### src/rtl/opstat_pkg.sv
package opstat_pkg;

   typedef enum logic [1:0] {
      OPK_PROGRAM      = 2'b00,
      OPK_CHIP_ERASE   = 2'b01,
      OPK_SECTOR_ERASE = 2'b10,
      OPK_ERASE_OTHER  = 2'b11
   } opk_e;

   localparam int unsigned STAT_W      = 8;
   localparam int unsigned POLL_BIT    = 7;
   localparam int unsigned TOGGLE_BIT  = 6;
   localparam int unsigned TIMEOUT_BIT = 5;
   localparam int unsigned WINDOW_BIT  = 3;

endpackage

### src/rtl/opstat_toggle.sv
module opstat_toggle (
   input  logic clk,
   input  logic rst_n,
   input  logic op_busy,
   input  logic rd_strobe,
   output logic op_start,
   output logic tog_eff,
   output logic tog_q
);

   logic strobe_q;
   logic busy_q;
   logic strobe_fall;

   always_ff @(posedge clk or negedge rst_n) begin
      if (!rst_n) begin
         strobe_q <= 1'b0;
         busy_q   <= 1'b0;
      end else begin
         strobe_q <= rd_strobe;
         busy_q   <= op_busy;
      end
   end

   assign strobe_fall = strobe_q & ~rd_strobe;
   assign op_start    = op_busy & ~busy_q;

   always_ff @(posedge clk or negedge rst_n) begin
      if (!rst_n)
         tog_q <= 1'b0;
      else if (op_start)
         tog_q <= 1'b0;
      else if (strobe_fall && op_busy)
         tog_q <= ~tog_q;
   end

   // a new operation presents 0 in the same cycle it is detected
   assign tog_eff = op_start ? 1'b0 : tog_q;

   assert_toggle_start_R7: assert property (@(posedge clk) disable iff (!rst_n)
      $rose(op_busy) |=> (tog_q == 1'b0));

   assert_toggle_flip_R5: assert property (@(posedge clk) disable iff (!rst_n)
      (op_busy && $past(rd_strobe) && !rd_strobe && $past(op_busy)) |=> (tog_q != $past(tog_q)));

   assert_toggle_hold_R6: assert property (@(posedge clk) disable iff (!rst_n)
      (rd_strobe || !op_busy) |=> $stable(tog_q) || $rose(op_busy));

endmodule

### src/rtl/opstat_compose.sv
module opstat_compose
   import opstat_pkg::*;
#(
   parameter int unsigned DATA_W = 8
) (
   input  logic              op_busy,
   input  logic [1:0]        op_kind,
   input  logic              prog_d7,
   input  logic              op_timeout,
   input  logic              erase_window_open,
   input  logic              tog,
   input  logic [DATA_W-1:0] array_data,
   output logic [DATA_W-1:0] status
);

   logic is_program;
   logic is_sector;

   assign is_program = (opk_e'(op_kind) == OPK_PROGRAM);
   assign is_sector  = (opk_e'(op_kind) == OPK_SECTOR_ERASE);

   always_comb begin
      status = '0;
      if (op_busy) begin
         status[POLL_BIT]    = is_program ? ~prog_d7 : 1'b0;
         status[TOGGLE_BIT]  = tog;
         status[TIMEOUT_BIT] = op_timeout;
         status[WINDOW_BIT]  = is_sector & erase_window_open;
      end else begin
         status = array_data;
      end
   end

endmodule

### src/rtl/opstat_reporter.sv
module opstat_reporter
   import opstat_pkg::*;
#(
   parameter int unsigned DATA_W  = 8,
   parameter bit          REG_OUT = 1'b1
) (
   input  logic              clk,
   input  logic              rst_n,
   input  logic              op_busy,
   input  logic [1:0]        op_kind,
   input  logic              prog_d7,
   input  logic              op_timeout,
   input  logic              erase_window_open,
   input  logic              rd_strobe,
   input  logic [DATA_W-1:0] array_data,
   output logic [DATA_W-1:0] rd_data
);

   localparam logic [DATA_W-1:0] SPARE_MASK =
      ~((DATA_W'(1) << POLL_BIT) | (DATA_W'(1) << TOGGLE_BIT) |
        (DATA_W'(1) << TIMEOUT_BIT) | (DATA_W'(1) << WINDOW_BIT));

   initial begin
      assert_width_ok: assert (DATA_W >= STAT_W)
         else $error("DATA_W must hold the status byte");
   end

   logic              op_start;
   logic              tog_eff;
   logic              tog_q;
   logic [DATA_W-1:0] status;

   opstat_toggle tog_i (
      .clk       (clk),
      .rst_n     (rst_n),
      .op_busy   (op_busy),
      .rd_strobe (rd_strobe),
      .op_start  (op_start),
      .tog_eff   (tog_eff),
      .tog_q     (tog_q)
   );

   opstat_compose #(.DATA_W(DATA_W)) comp_i (
      .op_busy           (op_busy),
      .op_kind           (op_kind),
      .prog_d7           (prog_d7),
      .op_timeout        (op_timeout),
      .erase_window_open (erase_window_open),
      .tog               (tog_eff),
      .array_data        (array_data),
      .status            (status)
   );

   generate
      if (REG_OUT) begin : g_reg_out
         logic [DATA_W-1:0] out_q;
         always_ff @(posedge clk or negedge rst_n) begin
            if (!rst_n) out_q <= '0;
            else        out_q <= status;
         end
         assign rd_data = out_q;

         assert_idle_passthru_R2: assert property (@(posedge clk) disable iff (!rst_n)
            ($past(rst_n) && !$past(op_busy)) |-> (rd_data == $past(array_data)));

         assert_prog_poll_R3: assert property (@(posedge clk) disable iff (!rst_n)
            ($past(rst_n) && $past(op_busy) && ($past(op_kind) == 2'b00))
               |-> (rd_data[POLL_BIT] == ~$past(prog_d7)));

         assert_erase_poll_R4: assert property (@(posedge clk) disable iff (!rst_n)
            ($past(rst_n) && $past(op_busy) && ($past(op_kind) != 2'b00))
               |-> (rd_data[POLL_BIT] == 1'b0));

         assert_timeout_bit_R8: assert property (@(posedge clk) disable iff (!rst_n)
            ($past(rst_n) && $past(op_busy)) |-> (rd_data[TIMEOUT_BIT] == $past(op_timeout)));

         assert_spare_zero_R10: assert property (@(posedge clk) disable iff (!rst_n)
            ($past(rst_n) && $past(op_busy)) |-> ((rd_data & SPARE_MASK) == '0));
      end else begin : g_comb_out
         assign rd_data = status;

         assert_spare_zero_R10: assert property (@(posedge clk) disable iff (!rst_n)
            op_busy |-> ((rd_data & SPARE_MASK) == '0));
      end
   endgenerate

endmodule

### config.mk
export PLATFORM = sky130hd
export DESIGN_NAME = opstat_reporter
export DESIGN_NICKNAME = d
export VERILOG_FILES = /design/src/rtl/opstat_pkg.sv /design/src/rtl/opstat_toggle.sv /design/src/rtl/opstat_compose.sv /design/src/rtl/opstat_reporter.sv
export SDC_FILE = /design/constraint.sdc
export NUM_CORES = 1
export LEC_CHECK = 0
export CAP_MARGIN = 20
export CORE_AREA = 2 2 39 41
export CTS_BUF_LIST = sky130_fd_sc_hd__clkbuf_4
export CTS_CLUSTER_SIZE = 28
export DETAILED_ROUTE_END_ITERATION = 10
export DIE_AREA = 0 0 41 43
export DONT_BUFFER_PORTS = 1
export PLACE_DENSITY = 0.48
export RECOVER_POWER = 100
export SETUP_SLACK_MARGIN = 0.1
export SYNTH_ARGS = -nofsm -noshare
export SYNTH_HDL_FRONTEND = slang
export SYNTH_HIERARCHICAL = 1
export SYNTH_SLANG_ARGS = --single-unit
### constraint.sdc
create_clock -name clk -period 1.4 [get_ports clk]
set_clock_uncertainty 0.2 [all_clocks]
set_input_delay 0.07 -clock clk [delete_from_list [all_inputs] [get_ports clk]]
set_output_delay 0.07 -clock clk [all_outputs]
set_load 0.1 [all_outputs]
==> results.yml, run 1 <==
grt:
  grt_pass1_wl_mm: 1.45
  gr-total-overflow: 0
  grt_util_all_layers: 0.124
  grt_max_degree: 13
  grt_pass1_vias: 364
  antenna_found_initial: 0
drt:
  num_vias: 315
  via_per_inst: 4.32
  drc_errors: 0
  drt_iter0_markers: 3
  ant_nets: 0
  routed_wl_um: 823
  wire_per_inst_um: 11.3
  dr.pass1.iters: 2
worst_setup_path:
  cp.buffers_inverters: 1
  crit_arrival_ns: 1.02
  reg2reg_from: "tog_i/busy_q"
  path_max_fanout: 1
  critPathCaptureType: "output port"
  max_stage_delay_ns: 0.44
  required_ns: 1.13
  crit_chain: "clkbuf_2"
  r2r_end: "rd_data[6]"
  crit_slowest_cell: "clkbuf_2"
  start_kind: "flop"
  ff2ff_setup_slack_ns: 0.15
  reg2regPathDepth: 3
  path_class: "flop to output port"
  critPathTopFamily: "buffers and inverters"
layout:
  layout.cells.non_filler: 73
  fin_nets: 75
  final_cell_area_um2: 672
  antenna_cells: 0
  drive_above_1_share: 0.333
  syn2layout_area_growth_pct: 51.3
timing:
  worst_pin_slew_ns: 0.539
  slew_viol_final: 0
  slew_headroom: 0.642
  rsz0062_at_grt: "no"
  setup_viol: 0
  min_period_over_period: 0.922
  layout_min_cycle_time_ns: 1.29
  finalSetupTns_ns: 0
  whs_ns: 0.00292
  hold_viol: 0
  timing.fmax_mhz: 775
logic_synthesis:
  synth_common_cells: "11 x dfrtp_1, 5 x and2b_2, 3 x mux2_4"
  synth_seq_cells: 11
  yosysUniqueCellTypes: 14
  synthArstFlopShare: 1.00
  syn_area_um2: 444
  syn_area_per_cell_um2: 14.8
  ys.warnings.count: 6
  synth_top_area_frac: 0.620
  synthCells: 30
  yosys-top-cells-area: "dfrtp_1 62%, mux2_4 10%, and2b_2 9.9%"
  syn-num-nets: 47
  synth-seq-area-share: 0.620
  yosysMostFrequentCell: "dfrtp_1"
  synth_edf_count: 0
  yosys.area.top_type: "dfrtp_1"
  synthFlopType: "dfrtp_1"
die:
  die_x_um: 41
  initial_core_util: 0.321
  boundaryPins: 25
  die_area_mm2: 0.00176
  num_rows: 14
  die_h_um: 43
  coreArea_mm2: 0.00138
clock_tree:
  clock_sinks: 11
  cts_made_buffers: 3
  htree_levels: 1
  cts_tree: "done"
  cts_root_buffer: "clkbuf_4"
  clock_path_buffers: 2
  cts.clk_slew.worst_paths_ns: 0.06
  clk_latency_ns: 0.25
pwr:
  p_per_area_mw_per_mm2: 1170
  leakagePower_nw: 0.325
  totalPowerFinal_w: 0.000787
  irDropWorstVdd_uv: 714
place:
  port_buffers: 0
  placedInstanceArea_um2: 513
  gp_congestion: 0.567
  dp_cells: 53
status:
  status: "finished, final reports clean"
hold_path:
  hp-class: "input port to asynchronous set/reset pin"
job:
  cap_violations: 0
## layer usage
layer | part of all wire | track usage | vias up | routed length, um
li1 | - | - | 154 | -
met5 | 0 | 0 | - | 0
met1 | 0.35 | 0.141 | 147 | 286
met4 | 0 | 0.0400 | 0 | 0
met2 | 0.57 | 0.203 | 14 | 473
met3 | 0.078 | 0.0471 | 0 | 64
## cells by family (layout without fill, tap and decap cells)
| family | after synthesis | count (layout) | share of synthesized area |
|---|---|---|---|
| DFF | 11 | 11 | 0.620 |
| and+or+nand+nor | 11 | 11 | 0.203 |
| AOI/OAI and AO/OA | 3 | 3 | 0.0423 |
| muxes | 3 | 3 | 0.101 |
| buffers and inverters | 2 | 29 | 0.0338 |
## flip-flops by register name (all words and copies together), names as in the netlist
signal	cells
tog_i/strobe_q	1
tog_i/busy_q	1
rd_data	8
tog_i/tog_q	1
## metrics by stage
step | worst slack (ns) | utilization
finish | 0.110 | 0.486
global route | 0.0854 | 0.486
CTS | 0.124 | 0.508
detailed placement | 0.201 | 0.371
global placement | 0.229 | 0.371
floorplan | 0.236 | -
## repair_timing
item | 4_1_cts | 5_1_grt
hold buffers | 16 | 0
hold endpoints to repair | 22 | 0
resized for setup | 0 | 1
setup buffers | 0 | 0
endpoints found under the setup margin | 0 | 4
## how the worst max path moves through the flow
stage	startpoint	endpoint	slack, ns	depth (start not counted)
2_1_floorplan	tog_i/busy_q	rd_data[6]	0.24	3
3_3_place_gp	tog_i/busy_q	rd_data[6]	0.23	3
3_5_place_dp	tog_i/busy_q	rd_data[6]	0.20	3
4_1_cts	op_busy	tog_i/tog_q	0.12	4
5_1_grt	rd_data[2]	rd_data[2]	0.09	1
6_report	rd_data[2]	rd_data[2]	0.11	1
## layout by cell type (no fill, tap or decap)
cell type        count
dlygate4sd3_1       15
dfrtp_1             11
buf_2                7
and2b_2              5
clkbuf_4             4
mux2_1               3
nor3_1               1
inv_1                1
nand4b_1             1
o21ai_0              1
clkdlybuf4s25_1      1
clkbuf_2             1
nand2b_4             1
nand2_1              1
nor2b_1              1
a31oi_1              1
o31ai_1              1
nor2b_2              1
## power by group
| group | internal, W | total [W] | switching, W |
|---|---|---|---|
| Sequential | 0.000341 | 0.000352 | 0.0000109 |
| Combinational | 0.0000645 | 0.000216 | 0.000151 |
| Clock | 0.000129 | 0.000220 | 0.0000904 |
| Total | 0.000535 | 0.000787 | 0.000252 |
## cell type report
class / instances / area, um^2
Multi-Input combinational cell: 17 / 143
Tap cell: 16 / 20.0
Clock buffer: 4 / 30.0
Inverter: 1 / 3.75
Timing Repair Buffer: 24 / 200
Fill cell: 128 / 712
Sequential cell: 11 / 275
No activity file was read; power rests on OpenSTA's default activity.
==> run 2, diff against run 1 <==
Settings changed: REMOVE_ABC_BUFFERS from default to 1.
==> results.yml, run 2 (synthesis gave the netlist of run 1 again) <==
layout:
  drive_above_1_share: 0.339
  final_util: 0.489
  final_cell_mix: "14 x dlygate4sd3_1, 11 x dfrtp_1, 5 x clkbuf_4, 5 x and2b_2, 5 x buf_4"
  largest_reg_flops: 8
  antenna_cells: 0
  syn2layout_area_growth_pct: 52.4
  final_common_cell: "dlygate4sd3_1"
  fin_nets: 74
  num-fill-cells: 129
worst_setup_path:
  reg2regPathDepth: 3
  crit_chain: "buf_2"
  cp.buffers_inverters: 1
  crit_end: "rd_data[1]"
  critPathTopFamily: "buffers and inverters"
  crit_arrival_ns: 1.00
  crit_slowest_cell: "buf_2"
  path_class: "flop to output port"
  critPathCaptureType: "output port"
  start_kind: "flop"
  required_ns: 1.13
  path_depth: 1
  path_max_fanout: 1
  r2r_end: "rd_data[6]"
  ff2ff_setup_slack_ns: 0.14
  critPathLaunch: "rd_data[1]"
  max_stage_delay_ns: 0.41
  reg2reg_from: "tog_i/busy_q"
timing:
  worst_pin_slew_ns: 0.486
  finalSetupTns_ns: 0
  worst_slack_ns: 0.126
  slew_viol_final: 0
  rsz0062_at_grt: "no"
  layout_min_cycle_time_ns: 1.27
  hold_viol: 11
  setup_viol: 0
  timing.fmax_mhz: 785
  slew_headroom: 0.675
  min_period_over_period: 0.910
  whs_ns: -0.00424
place:
  dp_slack_ns: 0.205
  port_buffers: 0
  gp_congestion: 0.534
pwr:
  leakagePower_nw: 0.325
  clockPowerShare: 0.296
  irDropWorstVdd_uv: 429
  seqPwrFrac: 0.432
  p_sw_frac: 0.337
  p_per_area_mw_per_mm2: 1210
  p_sw_w: 0.000275
  power_frac_comb: 0.272
  p_int_w: 0.000541
clock_tree:
  cts_tree: "done"
  clock_sinks: 11
  cts_root_buffer: "clkbuf_4"
  cts_made_buffers: 3
  clock_path_buffers: 2
  clk_latency_ns: 0.27
  htree_levels: 1
  cts.clk_slew.worst_paths_ns: 0.08
grt:
  grt_pass1_wl_mm: 1.48
  gr-total-overflow: 0
  grt_max_degree: 12
  grt_util_all_layers: 0.133
  grt_pass1_vias: 371
  antenna_found_initial: 0
drt:
  wire_per_inst_um: 13.4
  num_vias: 320
  via_per_inst: 4.44
  dr.pass1.iters: 1
  ant_nets: 0
  routed_wl_um: 965
  drt_iter0_markers: 0
  drc_errors: 0
die:
  die_h_um: 43
  initial_core_util: 0.321
  num_rows: 14
  die_area_mm2: 0.00176
  die_x_um: 41
  coreArea_mm2: 0.00138
  boundaryPins: 25
hold_path:
  hp-class: "input port to asynchronous set/reset pin"
status:
  failed_checks: "hold timing"
  status: "complete, but fails checks"
job:
  cap_violations: 0
==> run 2: changes by cell type in the layout (fill, tap and decap cells not counted) <==
cell	change
dlygate4sd3_1	-1
clkbuf_4	+1
clkbuf_2	-1
buf_2	-5
buf_4	+5
==> run 2: worst min-delay path by stage <==
stage                   to  slack [ns]  depth (start not counted)
3_3_place_gp    rd_data[6]       -0.43                          0
6_report       tog_i/tog_q      -0.004                          1
2_1_floorplan   rd_data[0]       -0.43                          0
5_1_grt         rd_data[6]        0.04                          1
4_1_cts         rd_data[0]       0.007                          1
3_5_place_dp    rd_data[6]       -0.43                          0
==> run 2: area by class of cell <==
class | instances | area (um^2) | share of cell area
flip-flops and latches | 11 | 275 | 0.407
repair buffers | 23 | 205 | 0.303
multi-input cells | 17 | 143 | 0.211
clock buffers | 4 | 30.0 | 0.0444
well taps | 16 | 20.0 | 0.0296
inverters | 1 | 3.75 | 0.00555
==> run 2: repair_timing <==
item	CTS	global route
buffers inserted	0	0
gates resized for setup	0	1
endpoints found under the hold margin	22	0
hold buffers	15	0
endpoints found under the setup margin	0	1
==> run 2: stage by stage <==
step / total power [W] / cell area [um^2] / instances
after detailed placement: 0.000548 / 513 / 53
after global placement: 0.000543 / 513 / 53
after CTS: 0.000837 / 693 / 72
final: 0.000817 / 677 / 72
after global routing: 0.000855 / 677 / 72
after floorplan: 0.000513 / 433 / 29
==> run 2: power groups by stage <==
stage	Combinational (W)	Sequential [W]	Clock, W
5_1_grt	0.000233	0.000356	0.000267
3_3_place_gp	0.000186	0.000357	0
6_report	0.000222	0.000353	0.000242
4_1_cts	0.000234	0.000353	0.000250
2_1_floorplan	0.0000391	0.000474	0
3_5_place_dp	0.000189	0.000360	0
==> run 2: layer usage <==
metal	vias to the layer above	GRT usage	wire, um
li1	150	-	-
met1	155	0.114	322
met2	15	0.244	565
met3	0	0.0524	78
met4	0	0.0600	0
met5	-	0	0
==> run 3, diff against run 2 <==
Settings changed: BUFFER_PORTS_ARGS from default to -buffer_cell sky130_fd_sc_hd__buf_2, CTS_BUF_LIST sky130_fd_sc_hd__clkbuf_4 to sky130_fd_sc_hd__clkbuf_2, DONT_BUFFER_PORTS 1 to default, PLACE_DENSITY 0.48 to 0.64.
==> results.yml, run 3 (synthesis gave the netlist of run 1 again) <==
drt:
  wl_met2_um: 467
  wl_met3_um: 54
  via_per_inst: 4.18
  top_layer: "met4"
  ant_nets: 0
  drc_errors: 0
  dr.pass1.iters: 4
  num_vias: 376
  drt_iter0_markers: 1
  wire_per_inst_um: 9.54
  routed_wl_um: 859
  drt-met1-wl_um: 315
pwr:
  leakagePower_nw: 0.388
  p_per_area_mw_per_mm2: 1020
  p_sw_w: 0.000265
  power_frac_comb: 0.311
  p_int_w: 0.000498
  seqPwrFrac: 0.459
  irDropWorstVdd_uv: 503
  clockPowerShare: 0.230
  p_sw_frac: 0.348
timing:
  worst_pin_slew_ns: 0.568
  rsz0062_at_grt: "no"
  whs_ns: -0.0218
  min_period_over_period: 0.914
  setup_viol: 0
  slew_viol_final: 0
  finalSetupTns_ns: 0
  layout_min_cycle_time_ns: 1.28
  timing.fmax_mhz: 781
  slew_headroom: 0.621
  hold_viol: 3
  worst_slack_ns: 0.120
die:
  num_rows: 14
  die_h_um: 43
  die_x_um: 41
  die_area_mm2: 0.00176
  initial_core_util: 0.321
  coreArea_mm2: 0.00138
  boundaryPins: 25
grt:
  grt_max_degree: 12
  antenna_found_initial: 0
  grt_pass1_vias: 378
  grt_pass1_wl_mm: 1.38
  gr-total-overflow: 0
  grt_util_all_layers: 0.129
clock_tree:
  cts_made_buffers: 3
  clk_latency_ns: 0.25
  clock_path_buffers: 2
  cts_root_buffer: "clkbuf_2"
  clock_sinks: 11
  cts_tree: "done"
  htree_levels: 1
  cts.clk_slew.worst_paths_ns: 0.10
  post_cts_buffers: 0
place:
  port_buffers: 24
  dp_slack_ns: 0.215
  dp_hpwl_um: 512
  placedInstanceArea_um2: 573
  gp_congestion: 0.634
  dp_cells: 69
worst_setup_path:
  ff2ff_setup_slack_ns: 0.16
  start_kind: "flop"
  r2r_end: "rd_data[6]"
  crit_chain: "buf_2"
  required_ns: 1.13
  crit_slowest_cell: "buf_2"
  crit_arrival_ns: 1.01
  path_class: "flop to output port"
  max_stage_delay_ns: 0.42
  reg2reg_from: "tog_i/busy_q"
  cp.buffers_inverters: 1
  reg2regPathDepth: 3
  critPathCaptureType: "output port"
  critPathTopFamily: "buffers and inverters"
  path_max_fanout: 1
hold_path:
  min_to: "rd_data[7]"
  worstHoldStart: "op_busy"
  hp-class: "input port to flop"
  hold_depth: 2
layout:
  layout.cells.non_filler: 90
  fin_nets: 92
  antenna_cells: 0
  syn2layout_area_growth_pct: 69.0
  drive_above_1_share: 0.459
  num-fill-cells: 130
  multi_input_area_um2: 143
  final_common_cell: "buf_2"
  seq_area_um2: 275
  final_cell_area_um2: 751
  largest_reg_flops: 8
  final_cell_mix: "23 x buf_2, 17 x dlygate4sd3_1, 11 x dfrtp_1"
job:
  cap_violations: 0
status:
  status: "complete, but fails checks"
  failed_checks: "hold timing"
run 3: changes by cell type in the layout (fill, tap and decap cells not counted), moves of 3 or more:
cell	delta
buf_2	+21
buf_4	-5
clkbuf_4	-5
clkbuf_2	+4
dlygate4sd3_1	+3
run 3: worst max-delay path by stage:
stage	startpoint	slack, ns	cells past startpoint	endpoint
finish	rd_data[7]	0.12	1	rd_data[7]
global route	rd_data[6]	0.07	1	rd_data[6]
CTS	rd_data[7]	0.10	1	rd_data[7]
detailed placement	tog_i/busy_q	0.22	3	rd_data[6]
global placement	tog_i/busy_q	0.23	3	rd_data[6]
floorplan	tog_i/busy_q	0.24	3	rd_data[6]
run 3: final cells by class:
cell class              count  area share
clock buffers               4      0.0267
inverters                   1     0.00500
multi-input cells          17       0.190
flip-flops and latches     11       0.367
well taps                  16      0.0267
repair buffers             41       0.385
run 3: per-layer routing:
metal,vias up,track usage
met5,-,0
met4,0,0.100
met3,4,0.0471
met2,18,0.231
met1,165,0.0973
li1,189,-
run 3: power by group through the flow:
stage               Sequential (W)  Combinational [W]  Clock, W
finish                    0.000351           0.000237  0.000175
global placement          0.000356           0.000208         0
global route              0.000354           0.000253  0.000197
CTS                       0.000351           0.000246  0.000184
detailed placement        0.000357           0.000210         0
floorplan                 0.000474          0.0000391         0
run 3: repair_timing:
action,in CTS,in global routing
hold buffers,17,0
endpoints found under the hold margin,22,0
setup endpoints to repair,0,8
resized for setup,0,8
run 3: through the flow:
| stage | hold slack (ns) | power, W | util |
|---|---|---|---|
| finish | -0.0218 | 0.000763 | 0.542 |
| global placement | -0.251 | 0.000564 | 0.414 |
| floorplan | -0.426 | 0.000513 | - |
| global route | 0.00635 | 0.000803 | 0.542 |
| detailed placement | -0.252 | 0.000567 | 0.414 |
| CTS | 0.00177 | 0.000781 | 0.552 |
